## config.mk

```make
export PLATFORM = sky130hd
export DESIGN_NAME = gpio_port
export DESIGN_NICKNAME = d
export VERILOG_FILES = /design/src/rtl/gpio_port_pkg.sv /design/src/rtl/gpio_bus_decode.sv /design/src/rtl/gpio_out_reg.sv /design/src/rtl/gpio_in_sync.sv /design/src/rtl/gpio_port.sv
export SDC_FILE = /design/constraint.sdc
export NUM_CORES = 1
export LEC_CHECK = 0
export ABC_AREA = 1
export BUFFER_PORTS_ARGS = -buffer_cell sky130_fd_sc_hd__buf_2
export CAP_MARGIN = 20
export CORE_MARGIN = 1.5
export CORE_UTILIZATION = 48
export DETAILED_ROUTE_END_ITERATION = 7
export GPL_ROUTABILITY_DRIVEN = 0
export HOLD_SLACK_MARGIN = 0.08
export PLACE_DENSITY = 0.76
export SYNTH_ARGS = -nofsm -noshare
export SYNTH_HDL_FRONTEND = slang
export SYNTH_SLANG_ARGS = --single-unit
```

## constraint.sdc

```tcl
create_clock -name clk -period 1 [get_ports clk]
set_input_delay 0.15 -clock clk [delete_from_list [all_inputs] [get_ports clk]]
set_output_delay 0.15 -clock clk [all_outputs]
set_load 0.01 [all_outputs]
```

## src/rtl/gpio_port_pkg.sv

```systemverilog
// Shared constants for the I/O port: register word addresses and
// the address width. Offsets are part of the software contract.
package gpio_port_pkg;
    localparam int unsigned ADDR_W = 3;

    localparam logic [ADDR_W-1:0] A_OUT  = 3'd0;
    localparam logic [ADDR_W-1:0] A_DIR  = 3'd1;
    localparam logic [ADDR_W-1:0] A_IN   = 3'd2;
    localparam logic [ADDR_W-1:0] A_SET  = 3'd3;
    localparam logic [ADDR_W-1:0] A_CLR  = 3'd4;
    localparam logic [ADDR_W-1:0] A_INV  = 3'd5;

    typedef enum logic [1:0] {
        RD_ZERO = 2'd0,
        RD_OUT  = 2'd1,
        RD_DIR  = 2'd2,
        RD_IN   = 2'd3
    } rd_src_e;
endpackage

```

## src/rtl/gpio_bus_decode.sv

```systemverilog
// Address decoder: turns one bus access into per-register write strobes
// and a read-source select. Assumes at most one access per cycle.
module gpio_bus_decode
    import gpio_port_pkg::*;
(
    input  logic              acc_valid,
    input  logic              acc_write,
    input  logic [ADDR_W-1:0] acc_addr,
    output logic              we_out,
    output logic              we_dir,
    output logic              we_set,
    output logic              we_clr,
    output logic              we_inv,
    output rd_src_e           rd_src
);
    logic wr;
    assign wr = acc_valid && acc_write;

    // Write strobe per writable register.
    always_comb begin
        we_out = wr && (acc_addr == A_OUT);
        we_dir = wr && (acc_addr == A_DIR);
        we_set = wr && (acc_addr == A_SET);
        we_clr = wr && (acc_addr == A_CLR);
        we_inv = wr && (acc_addr == A_INV);
    end

    // Read source; aliases and unmapped words read zero.
    always_comb begin
        rd_src = RD_ZERO;
        if (acc_valid && !acc_write) begin
            case (acc_addr)
                A_OUT:   rd_src = RD_OUT;
                A_DIR:   rd_src = RD_DIR;
                A_IN:    rd_src = RD_IN;
                default: rd_src = RD_ZERO;
            endcase
        end
    end
endmodule

```

## src/rtl/gpio_out_reg.sv

```systemverilog
// Output data and direction storage. The output word accepts a full
// replace or masked set / clear / invert updates. Should several
// strobes coincide (possible only with separate ports), a full write
// wins, then clear beats set, then invert is applied last.
module gpio_out_reg #(
    parameter int unsigned W = 32
) (
    input  logic         clk,
    input  logic         rst_n,
    input  logic         we_out,
    input  logic         we_dir,
    input  logic         we_set,
    input  logic         we_clr,
    input  logic         we_inv,
    input  logic [W-1:0] wdata,
    output logic [W-1:0] out_q,
    output logic [W-1:0] dir_q
);
    logic [W-1:0] set_m, clr_m, inv_m, out_d;

    // Masks are zero unless their strobe is active.
    always_comb begin
        set_m = we_set ? wdata : '0;
        clr_m = we_clr ? wdata : '0;
        inv_m = we_inv ? wdata : '0;
        if (we_out) out_d = wdata;
        else        out_d = ((out_q | set_m) & ~clr_m) ^ inv_m;
    end

    // Output data register.
    always_ff @(posedge clk) begin
        if (!rst_n) out_q <= '0;
        else        out_q <= out_d;
    end

    // Direction register; 1 = output.
    always_ff @(posedge clk) begin
        if (!rst_n)      dir_q <= '0;
        else if (we_dir) dir_q <= wdata;
    end
endmodule

```

## src/rtl/gpio_in_sync.sv

```systemverilog
// Two-flop synchronizer per pin input. Assumes pins are asynchronous
// single bits with no required mutual coherence.
module gpio_in_sync #(
    parameter int unsigned W = 32
) (
    input  logic         clk,
    input  logic         rst_n,
    input  logic [W-1:0] pin_raw,
    output logic [W-1:0] pin_sync
);
    for (genvar i = 0; i < W; i++) begin : g_bit
        logic meta_q, sync_q;
        // Two-stage capture of one pin.
        always_ff @(posedge clk) begin
            if (!rst_n) begin
                meta_q <= 1'b0;
                sync_q <= 1'b0;
            end else begin
                meta_q <= pin_raw[i];
                sync_q <= meta_q;
            end
        end
        assign pin_sync[i] = sync_q;
    end
endmodule

```

## src/rtl/gpio_port.sv

```systemverilog
// General-purpose I/O port top. Registers: output data, direction,
// synchronized input data, and write-only set/clear/invert aliases.
// Each access is accepted when bus_valid is high; ready and read data
// follow one cycle later. Assumes one access per cycle.
module gpio_port
    import gpio_port_pkg::*;
#(
    parameter int unsigned PIN_COUNT = 32
) (
    input  logic                 clk,
    input  logic                 rst_n,
    input  logic                 bus_valid,
    input  logic                 bus_write,
    input  logic [ADDR_W-1:0]    bus_addr,
    input  logic [PIN_COUNT-1:0] bus_wdata,
    output logic [PIN_COUNT-1:0] bus_rdata,
    output logic                 bus_ready,
    input  logic [PIN_COUNT-1:0] pin_in,
    output logic [PIN_COUNT-1:0] pin_out,
    output logic [PIN_COUNT-1:0] pin_oe
);
    logic we_out, we_dir, we_set, we_clr, we_inv;
    rd_src_e rd_src;
    logic [PIN_COUNT-1:0] out_q, dir_q, in_s, rd_d;

    gpio_bus_decode u_dec (
        .acc_valid (bus_valid),
        .acc_write (bus_write),
        .acc_addr  (bus_addr),
        .we_out    (we_out),
        .we_dir    (we_dir),
        .we_set    (we_set),
        .we_clr    (we_clr),
        .we_inv    (we_inv),
        .rd_src    (rd_src)
    );

    gpio_out_reg #(.W(PIN_COUNT)) u_regs (
        .clk    (clk),
        .rst_n  (rst_n),
        .we_out (we_out),
        .we_dir (we_dir),
        .we_set (we_set),
        .we_clr (we_clr),
        .we_inv (we_inv),
        .wdata  (bus_wdata),
        .out_q  (out_q),
        .dir_q  (dir_q)
    );

    gpio_in_sync #(.W(PIN_COUNT)) u_sync (
        .clk      (clk),
        .rst_n    (rst_n),
        .pin_raw  (pin_in),
        .pin_sync (in_s)
    );

    // Read data select.
    always_comb begin
        case (rd_src)
            RD_OUT:  rd_d = out_q;
            RD_DIR:  rd_d = dir_q;
            RD_IN:   rd_d = in_s;
            default: rd_d = '0;
        endcase
    end

    // Registered bus response.
    always_ff @(posedge clk) begin
        if (!rst_n) begin
            bus_ready <= 1'b0;
            bus_rdata <= '0;
        end else begin
            bus_ready <= bus_valid;
            bus_rdata <= rd_d;
        end
    end

    assign pin_out = out_q;
    assign pin_oe  = dir_q;
endmodule

```

======== Word-level counts from Yosys, hierarchy flattened ========
Index checks and enable logic that the tools add are counted.
word-level totals
  logic and storage cells ................. 96
  latch bits .............................. 0
  register bits after elaboration ......... 161
  RAM bits ................................ 0
  bits in read-only memories .............. 0
  memories ................................ 0
operators by class
  shift-type cells ........................ 0
  equal/unequal tests ..................... 8
  order comparisons ....................... 0
  divide/modulo/power cells ............... 0
  reduce and logical (&&, ||, !) cells .... 9
  $add $sub $neg .......................... 0
  multiply operators ...................... 0
  bitwise gates (word level) .............. 4
  multiplexer cells ....................... 7
operator list
  cell                                                                    count
  32-bit two-way mux                                                      4
  32-bit case mux with 3 select lines                                     1
  32-bit bitwise AND                                                      1
  32-bit inverter                                                         1
  32-bit bitwise OR                                                       1
  32-bit bitwise XOR                                                      1
  1-bit logical AND                                                       7
  3-bit by 2-bit equality test with 1-bit output (second input constant)  2
  3-bit equality test (second input constant)                             2
  2-bit case mux with 3 select lines                                      1
  2-bit equality test (second input constant)                             2
  3-bit by 1-bit equality test with 1-bit output (second input constant)  1
  3-bit zero test                                                         1
  2-bit by 1-bit equality test with 1-bit output (second input constant)  1
  2-bit two-way mux                                                       1
  1-bit zero test                                                         1

======== Logic depth before layout (Yosys ltp) ========
Gate-level depths: netlist of run 1.
  depth in word-level cells ............... 7
  mapped depth ............................ 9

======== Hierarchy ========
Synthesis of run 1 repeated with hierarchy kept, for this count alone.
second synthesis, totals
  cells, all modules ...................... 981
  area, all modules ....................... 7,364.6 um2
by module, submodules not included
  module           instances  area each (um2)  cells each
  gpio_out_reg     1          3,434.5          476
  gpio_in_sync     1          2,080.7          231
  gpio_port        1          1,755.4          253
  gpio_bus_decode  1          93.8             21

======== Worst setup path after synthesis of run 1 ========
OpenSTA, ideal clock, no wires.
  kind .................................... input to register
  from .................................... input rst_n
  to ...................................... register bus_rdata[10]
  data arrival time ....................... 1.000 ns
  setup time .............................. 0.057 ns
  stages .................................. 5
  data required time ...................... 0.943 ns
  setup slack ............................. -0.056 ns
  cell sequence ........................... clkbuf_1 > clkbuf_1 > clkbuf_1 > nand2_1 > inv_1
RTL lines
  element                 line             text
  start: declaration      gpio_port.sv:11  input logic rst_n,
  end signal: assignment  gpio_port.sv:75  bus_rdata <= rd_d;
  end: declaration        gpio_port.sv:16  output logic [PIN_COUNT-1:0] bus_rdata,
No word-level cell between the ends.

======== Final worst setup path of run 1 ========
  from .................................... register u_regs.out_q[1]
  to ...................................... output pin_out[1]
RTL lines
  element                   line                text
  start: declaration        gpio_out_reg.sv:16  output logic [W-1:0] out_q,
  start signal: assignment  gpio_out_reg.sv:33  else out_q <= out_d;
  end: declaration          gpio_port.sv:19     output logic [PIN_COUNT-1:0] pin_out,
No word-level cell between the ends.

==> summary.txt, run 1 <==
CTS
  • CTS buffer count: 17
  • H-tree depth: 4
  • TritonCTS clock tree: built
  • Clk slew on worst S/H paths: about 60 ps
  • Clk root buf: clkbuf_16
  • Clk sinks: roughly 160
  • Worst skew pair latency: 430 ps
  • Clock buffer depth: 2

Job
  • Maxcap violations: 0

Yosys
  • Post-synthesis cell count: just under 1000
  • #FFs+latches synth: 161
  • YS warnings: 0
  • Synth cell types: 15
  • Mapped cell area: ~6600 sq um
  • Post-synthesis sequential area ratio: about half
  • Syn nets: between 1000 and 1500
  • Syn Area/Cell: ~6.8 sq um

Critical path
  • Worst path slowest cell: dfxtp_2
  • Worst Setup End Kind: primary output
  • Crit path max fanout: 3
  • WS Path Type: reg2out
  • CP startpoint kind: flip-flop
  • Worst Path Buf+Inv: 1
  • CP max stage delay: 360 ps
  • CP arrival: approximately 900 ps
  • Cell breakdown of the critical path: buf_6
  • Crit path required time: approximately 850 ps
  • Delay-heaviest family, CP: flip-flops

Routing
  • Antenna Nets Post-Route: 0
  • Via density: between 5 and 6
  • Iter 0 DRT Violations: roughly 590
  • Routed wire length: about 22 mm
  • Via total after detailed routing: approximately 7400
  • DRC: 0
  • Detailed Routing Iterations Pass 1: 5
  • Wire per inst: approximately 15 microns

Placement
  • Buffers on Ports: about 170
  • Final HPWL DP: 11.4 mm
  • Dpl cell area: just under 8000 sq um

Pwr
  • P_leak: 5.47 nW
  • Power Density: between 1000 and 1500 nW/um^2
  • Peak supply drop: around 1.0 mV

Global route
  • Largest net degree at the start of global routing: 40
  • Initial antenna violation count: 0
  • Vias in the first global route: a little over 7000
  • Gr usage total: between 20 and 30%
  • First-pass GRT wire length: between 30 and 40 mm
  • Global route total overflow: 0

Timing
  • Worst slew pin tran: approximately 240 ps
  • Max Slew Vio Count: 0
  • Worst setup slack after layout: -56.6 ps
  • Final worst-path cycle share: 106%
  • Worst hold margin: about 220 ps
  • Fin Setup TNS: -2300 ps
  • Rel. slew slack: a little over four fifths
  • Setup Viol. Count Final: between 90 and 100
  • Post-route clock skew: roughly 4.8 ps
  • Final hold violation count: 0
  • Minimum clock period: roughly 1100 ps
  • RSZ-0062 raised after global routing: true
  • Fmax achieved: about 950 MHz

Finish
  • Area taken by multi-input logic gates: 2650 sq um
  • Layout area overhead: 55.0%
  • Inserted Diodes: 0
  • Most frequent cells in the layout: nand2_1, inv_1, nor2_1
  • Design Area, Final: 10200 sq um
  • Commonest non-fill, non-tap cell in the layout: nand2_1
  • Fillers: about 900
  • Layout cells sized above 1: 30.4%
  • Register area: 3330 sq um
  • Layout net count: between 1000 and 1500

Outcome
  • Failing checks: setup timing
  • Run status: complete, but fails checks

Floorplan
  • Die area: around 14000 sq um
  • Die Y-Extent: 120 microns
  • Starting Density: 49.4%
  • CORE AREA: 13300 sq um
  • Die Width: approximately 120 microns
  • Row count: 42
  • Boundary Pins: between 150 and 200

Worst hold path
  • Worst hold-check path type: in2reg
==> Yosys cell counts <==
cell      number  area, sq um
clkbuf_1      18         67.6
dfxtp_1      161         3220
nor2_4         1         11.3
nand3_1       66          330
o211ai_1      32          240
inv_1        132          495
nand2_1      359         1350
nor2_2         2         12.5
o21ai_0       32          160
inv_2          3         11.3
buf_2         29          145
buf_4          3         22.5
nor2_1       132          495
nand2_2        1         6.26
buf_1          1         3.75
==> per-stage QoR <==
| stage | util, % | worst slack [ps] | total power [mW] | cells |
|---|---|---|---|---|
| 6_report | 76.6 | -56.6 | 14.2 | 1450 |
| 5_1_grt | 76.6 | -72.8 | 14.7 | 1450 |
| 4_1_cts | 75.0 | -62.7 | 14.1 | 1451 |
| 3_5_place_dp | 58.5 | -298 | 7.92 | 1298 |
| 3_3_place_gp | 58.5 | -264 | 7.90 | 1298 |
| 2_1_floorplan | - | -56.4 | 7.39 | 972 |
==> registers in the layout, indices dropped and copies added, names as in the netlist <==
signal,count
u_regs.out_q,32
bus_rdata,32
u_sync.g_bit.meta_q,32
bus_ready,1
u_sync.g_bit.sync_q,32
u_regs.dir_q,32
==> what timing repair did <==
item,4_1_cts,5_1_grt
hold buffers,66,0
buffers inserted,59,8
hold endpoints to repair,79,0
pin swaps,0,41
resized for setup,153,38
endpoints found under the setup margin,97,156
gates cloned,0,4
==> routing by layer <==
layer | track usage [%] | vias up | routed length (microns) | share of wire, %
met3 | 6.23 | 70 | 1650 | 7.5
met5 | 0 | - | 0 | 0
met2 | 53.2 | 361 | 11400 | 51
li1 | - | 3513 | - | -
met4 | 14.1 | 0 | 764 | 3.5
met1 | 32.3 | 3427 | 8320 | 38
==> path summary, 6_finish.rpt <==
check	from	end	slack, ps	cells after the start
hold / removal	bus_wdata[13]	u_regs.dir_q[13]	220	3
hold reg to reg	u_sync.g_bit[2].meta_q	u_sync.g_bit[2].sync_q	410	2
setup reg to reg	u_regs.dir_q[10]	bus_rdata[10]	60	6
setup / recovery	u_regs.out_q[1]	pin_out[1]	-60	1
==> area by class of cell <==
cell class                      count  area share, %
Multi-Input combinational cell    625           26.0
Tap cell                          176           2.16
Clock inverter                      8          0.663
Sequential cell                   161           32.7
Inverter                          135           4.97
Clock buffer                       20           4.38
Timing Repair Buffer              325           29.1
==> where the power goes <==
| group | internal [mW] | switching, mW |
|---|---|---|
| combinational | 0.774 | 0.812 |
| sequential | 6.63 | 0.103 |
| clock | 3.40 | 2.51 |
| total | 10.8 | 3.43 |
==> cell families after synthesis <==
logic type,count (synthesis),synth area share [%]
AND/OR/NAND/NOR,561,33.5
buffers and inverters,186,11.3
flip-flops,161,49.0
AO/OA/AOI/OAI,64,6.09
Note: power is estimated with default switching activity, not from simulation.
==> inputs of run 2 (changes only) <==
--- a/config.mk
+++ b/config.mk
@@ -5,15 +5,14 @@
 export SDC_FILE = /design/constraint.sdc
 export NUM_CORES = 1
 export LEC_CHECK = 0
-export ABC_AREA = 1
 export BUFFER_PORTS_ARGS = -buffer_cell sky130_fd_sc_hd__buf_2
 export CAP_MARGIN = 20
 export CORE_MARGIN = 1.5
-export CORE_UTILIZATION = 48
+export CORE_UTILIZATION = 47
 export DETAILED_ROUTE_END_ITERATION = 7
 export GPL_ROUTABILITY_DRIVEN = 0
 export HOLD_SLACK_MARGIN = 0.08
-export PLACE_DENSITY = 0.76
+export PLACE_DENSITY = 0.75
 export SYNTH_ARGS = -nofsm -noshare
 export SYNTH_HDL_FRONTEND = slang
 export SYNTH_SLANG_ARGS = --single-unit
==> summary.txt, run 2 <==
Outcome
  • Run status: complete, but fails checks
  • Failing checks: setup timing

Job
  • Maxcap violations: 0 (unchanged)

Yosys
  • #FFs+latches synth: 161 (unchanged)
  • Post-synth top area share: 50.4% (+1.4 points)
  • Synth Area in Compound Gates: 21.7% (+16 points)
  • YS warnings: 0 (unchanged)
  • Multiplexer share of the synthesized area: 5.63% (+5.6 points)
  • Syn nets: 724 (-31%)
  • Post-synthesis cell count: 653 (-33%)
  • Syn Area/Cell: 9.79 sq um (+45%)
  • Largest area contributor in the netlist: dfxtp_1
  • Share of synthesized cell area in and, or, nand and nor gates: 16.1% (-17 points)
  • Async set-or-reset flop fraction in the synthesized netlist: 0% (unchanged)
  • Mapped cell area: 6400 sq um (-2.7%)
  • Largest family of logic cells by synthesized area: compound AO/OA/AOI/OAI gates
  • Number of synthesized flops with an enable pin: 0 (unchanged)
  • Synth area leaders: dfxtp_1, and2_1, mux2_2
  • Synth Area in Adders: 0% (unchanged)
  • Post-Synth XOR/XNOR Area: 0.274% (+0.27 points)
  • Post-synthesis sequential area ratio: 50.4% (+1.4 points)
  • Synth cell types: 32 (+17)
  • Synth Flop Type: dfxtp_1
  • Most frequent cell after synthesis: dfxtp_1
  • Synth cell count leaders: dfxtp_1, and2_1, o21ai_0

Timing
  • Fin Setup TNS: -2700 ps (-404 ps)
  • RSZ-0062 raised after global routing: true
  • Worst setup slack after layout: -119 ps (-62.2 ps)
  • Rel. slew slack: 66.6% (-17 points)
  • Post-route clock skew: 6.19 ps (+1.42 ps)
  • Max Slew Vio Count: 0 (unchanged)
  • Minimum clock period: 1120 ps (+62.2 ps)
  • Final worst-path cycle share: 112% (+6.2 points)
  • Worst slew pin tran: 499 ps (+261 ps)
  • Fmax achieved: 894 MHz (-5.6%)
  • Setup Viol. Count Final: 91 (-3.2%)
  • Final hold violation count: 0 (unchanged)

Critical path
  • Worst Path Buf+Inv: 2 (+1)
  • Crit path required time: 850 ps (about the same)
  • Cell breakdown of the critical path: buf_6 > buf_6
  • CP most frequent cell: buf_6
  • Delay-heaviest family, CP: flip-flops
  • Worst path slowest cell: dfxtp_2
  • CP startpoint kind: flip-flop
  • Crit path max fanout: 2 (-1)
  • CP arrival: 970 ps (+60 ps)
  • WS Path Type: reg2out
  • CP max stage delay: 330 ps (-30 ps)
  • Worst Setup End Kind: primary output

Finish
  • Layout net count: 993 (-26%)
  • Layout cells sized above 1: 44.4% (+14 points)
  • Commonest non-fill, non-tap cell in the layout: buf_6
  • Final std cells w/o fill: 1112 (-23%)
  • Post-Route Utilization: 75.8% (-0.84 points)
  • Register area: 3340 sq um (+0.19%)
  • Most frequent cells in the layout: buf_6, buf_2, dfxtp_1
  • Layout area overhead: 56.9%
  • Fillers: 844 (-5.9%)
  • Area taken by multi-input logic gates: 2970 sq um (+12%)

CTS
  • Clk root buf: clkbuf_16
  • Clk sinks: 161 (unchanged)
  • CTS buffer count: 17 (unchanged)
  • Clk slew on worst S/H paths: 60 ps (about the same)
  • H-tree depth: 4 (unchanged)
  • TritonCTS clock tree: built
  • Clock buffer depth: 2 (unchanged)
  • Worst skew pair latency: 420 ps (about the same)

Global route
  • Vias in the first global route: 6281 (-11%)
  • Global route total overflow: 0 (unchanged)
  • Initial antenna violation count: 1 (+1)
  • Largest net degree at the start of global routing: 41 (+2.5%)
  • First-pass GRT wire length: 31.5 mm (-5.0%)
  • Gr usage total: 28.0% (-1.3 points)

Routing
  • Routed wire length: 20.6 mm (-6.6%)
  • DRC: 0 (unchanged)
  • Antenna Nets Post-Route: 0 (unchanged)
  • Wire per inst: 18.6 microns (+22%)
  • Detailed Routing Iterations Pass 1: 5 (unchanged)
  • Via total after detailed routing: 6105 (-17%)
  • Via density: 5.49 (+8.0%)
  • Iter 0 DRT Violations: 467 (-21%)

Placement
  • Final HPWL DP: 11.6 mm (+1.9%)
  • Inst Count DP: 979 (-25%)
  • Place WS: -456 ps (-158 ps)
  • Buffers on Ports: 167 (unchanged)

Worst hold path
  • Worst hold-check path type: in2reg

Floorplan
  • Starting Density: 48.3% (-1.1 points)
  • Die Width: 120 microns (-0.30%)
  • Die area: 14300 sq um (-0.60%)
  • CORE AREA: 13200 sq um (-0.40%)
  • Row count: 42 (unchanged)
  • Boundary Pins: 168 (unchanged)
  • Die Y-Extent: 120 microns (-0.30%)

Pwr
  • Total power: 15.0 mW (+5.7%)
  • Peak supply drop: 1.30 mV (+24%)
  • Power Density: 1500 nW/um^2 (+7.3%)
  • P_leak: 4.30 nW (-21%)
[run 2: changes by cell type after synthesis, moves of 33 or more]
cell | previous run | this run
and2_1 | 0 | 65
inv_1 | 132 | 31
nand2_1 | 359 | 1
nand3_1 | 66 | 3
nor2_1 | 132 | 32
nor2b_1 | 0 | 33
o21a_1 | 0 | 33
[run 2: metrics by stage]
stage                     instance area (sq um)  hold WS (ps)
after detailed placement                   7770           359
final                                     10000           104
after floorplan                            6650           272
after global routing                      10000           108
after global placement                     7770           357
after CTS                                  9790          86.8
[run 2: worst reg2reg max path: stages, from the launching register on]
cell and delay (ps):
dfxtp_4 360, buf_6 120, mux2_4 270, a32oi_2 180, nor2_1 70
[run 2: path summary, 6_finish.rpt]
check / startpoint / slack, ps / end / depth (start not counted)
setup / recovery: u_regs.out_q[5] / -120 / pin_out[5] / 2
hold / removal: bus_valid / 100 / bus_ready / 3
setup reg to reg: u_regs.out_q[31] / -110 / bus_rdata[31] / 4
hold reg to reg: u_sync.g_bit[29].meta_q / 430 / u_sync.g_bit[29].sync_q / 1
[run 2: kinds of logic (layout without fill, tap and decap cells)]
group	Yosys count	in the layout
AOI/OAI and AO/OA	194	194
xor gates and xnor gates	2	2
buffers and inverters	92	373
DFF	161	161
muxes	32	32
other	0	1
and+or+nand+nor	172	173
[run 2: final cells by class]
cell class	instances	area share (%)
Timing Repair Buffer	310	27.6
Clock buffer	18	4.38
Sequential cell	161	33.3
Tap cell	176	2.19
Clock inverter	14	1.81
Antenna cell	1	0.0249
Multi-Input combinational cell	401	29.6
Inverter	31	1.16
[run 2: what timing repair did]
item,in CTS,in global routing
pin swaps,8,18
hold buffers,63,0
setup endpoints to repair,101,142
gates resized for setup,155,40
cloned,1,0
endpoints found under the hold margin,63,0
setup buffers,31,11
[run 2: metal layers]
metal,wire (microns),GRT usage [%],part of all wire [%],up-vias
met2,10600,49.2,51,256
met5,0,0,0,-
li1,-,-,-,2849
met1,8100,30.7,39,2930
met4,892,17.0,4.3,0
met3,1070,6.23,5.2,70
[run 2: power breakdown]
| part | total [mW] | internal, mW | switching, mW |
|---|---|---|---|
| clock | 6.72 | 4.03 | 2.70 |
| combinational | 1.60 | 0.852 | 0.748 |
| sequential | 6.71 | 6.60 | 0.109 |
| total | 15.0 | 11.5 | 3.56 |
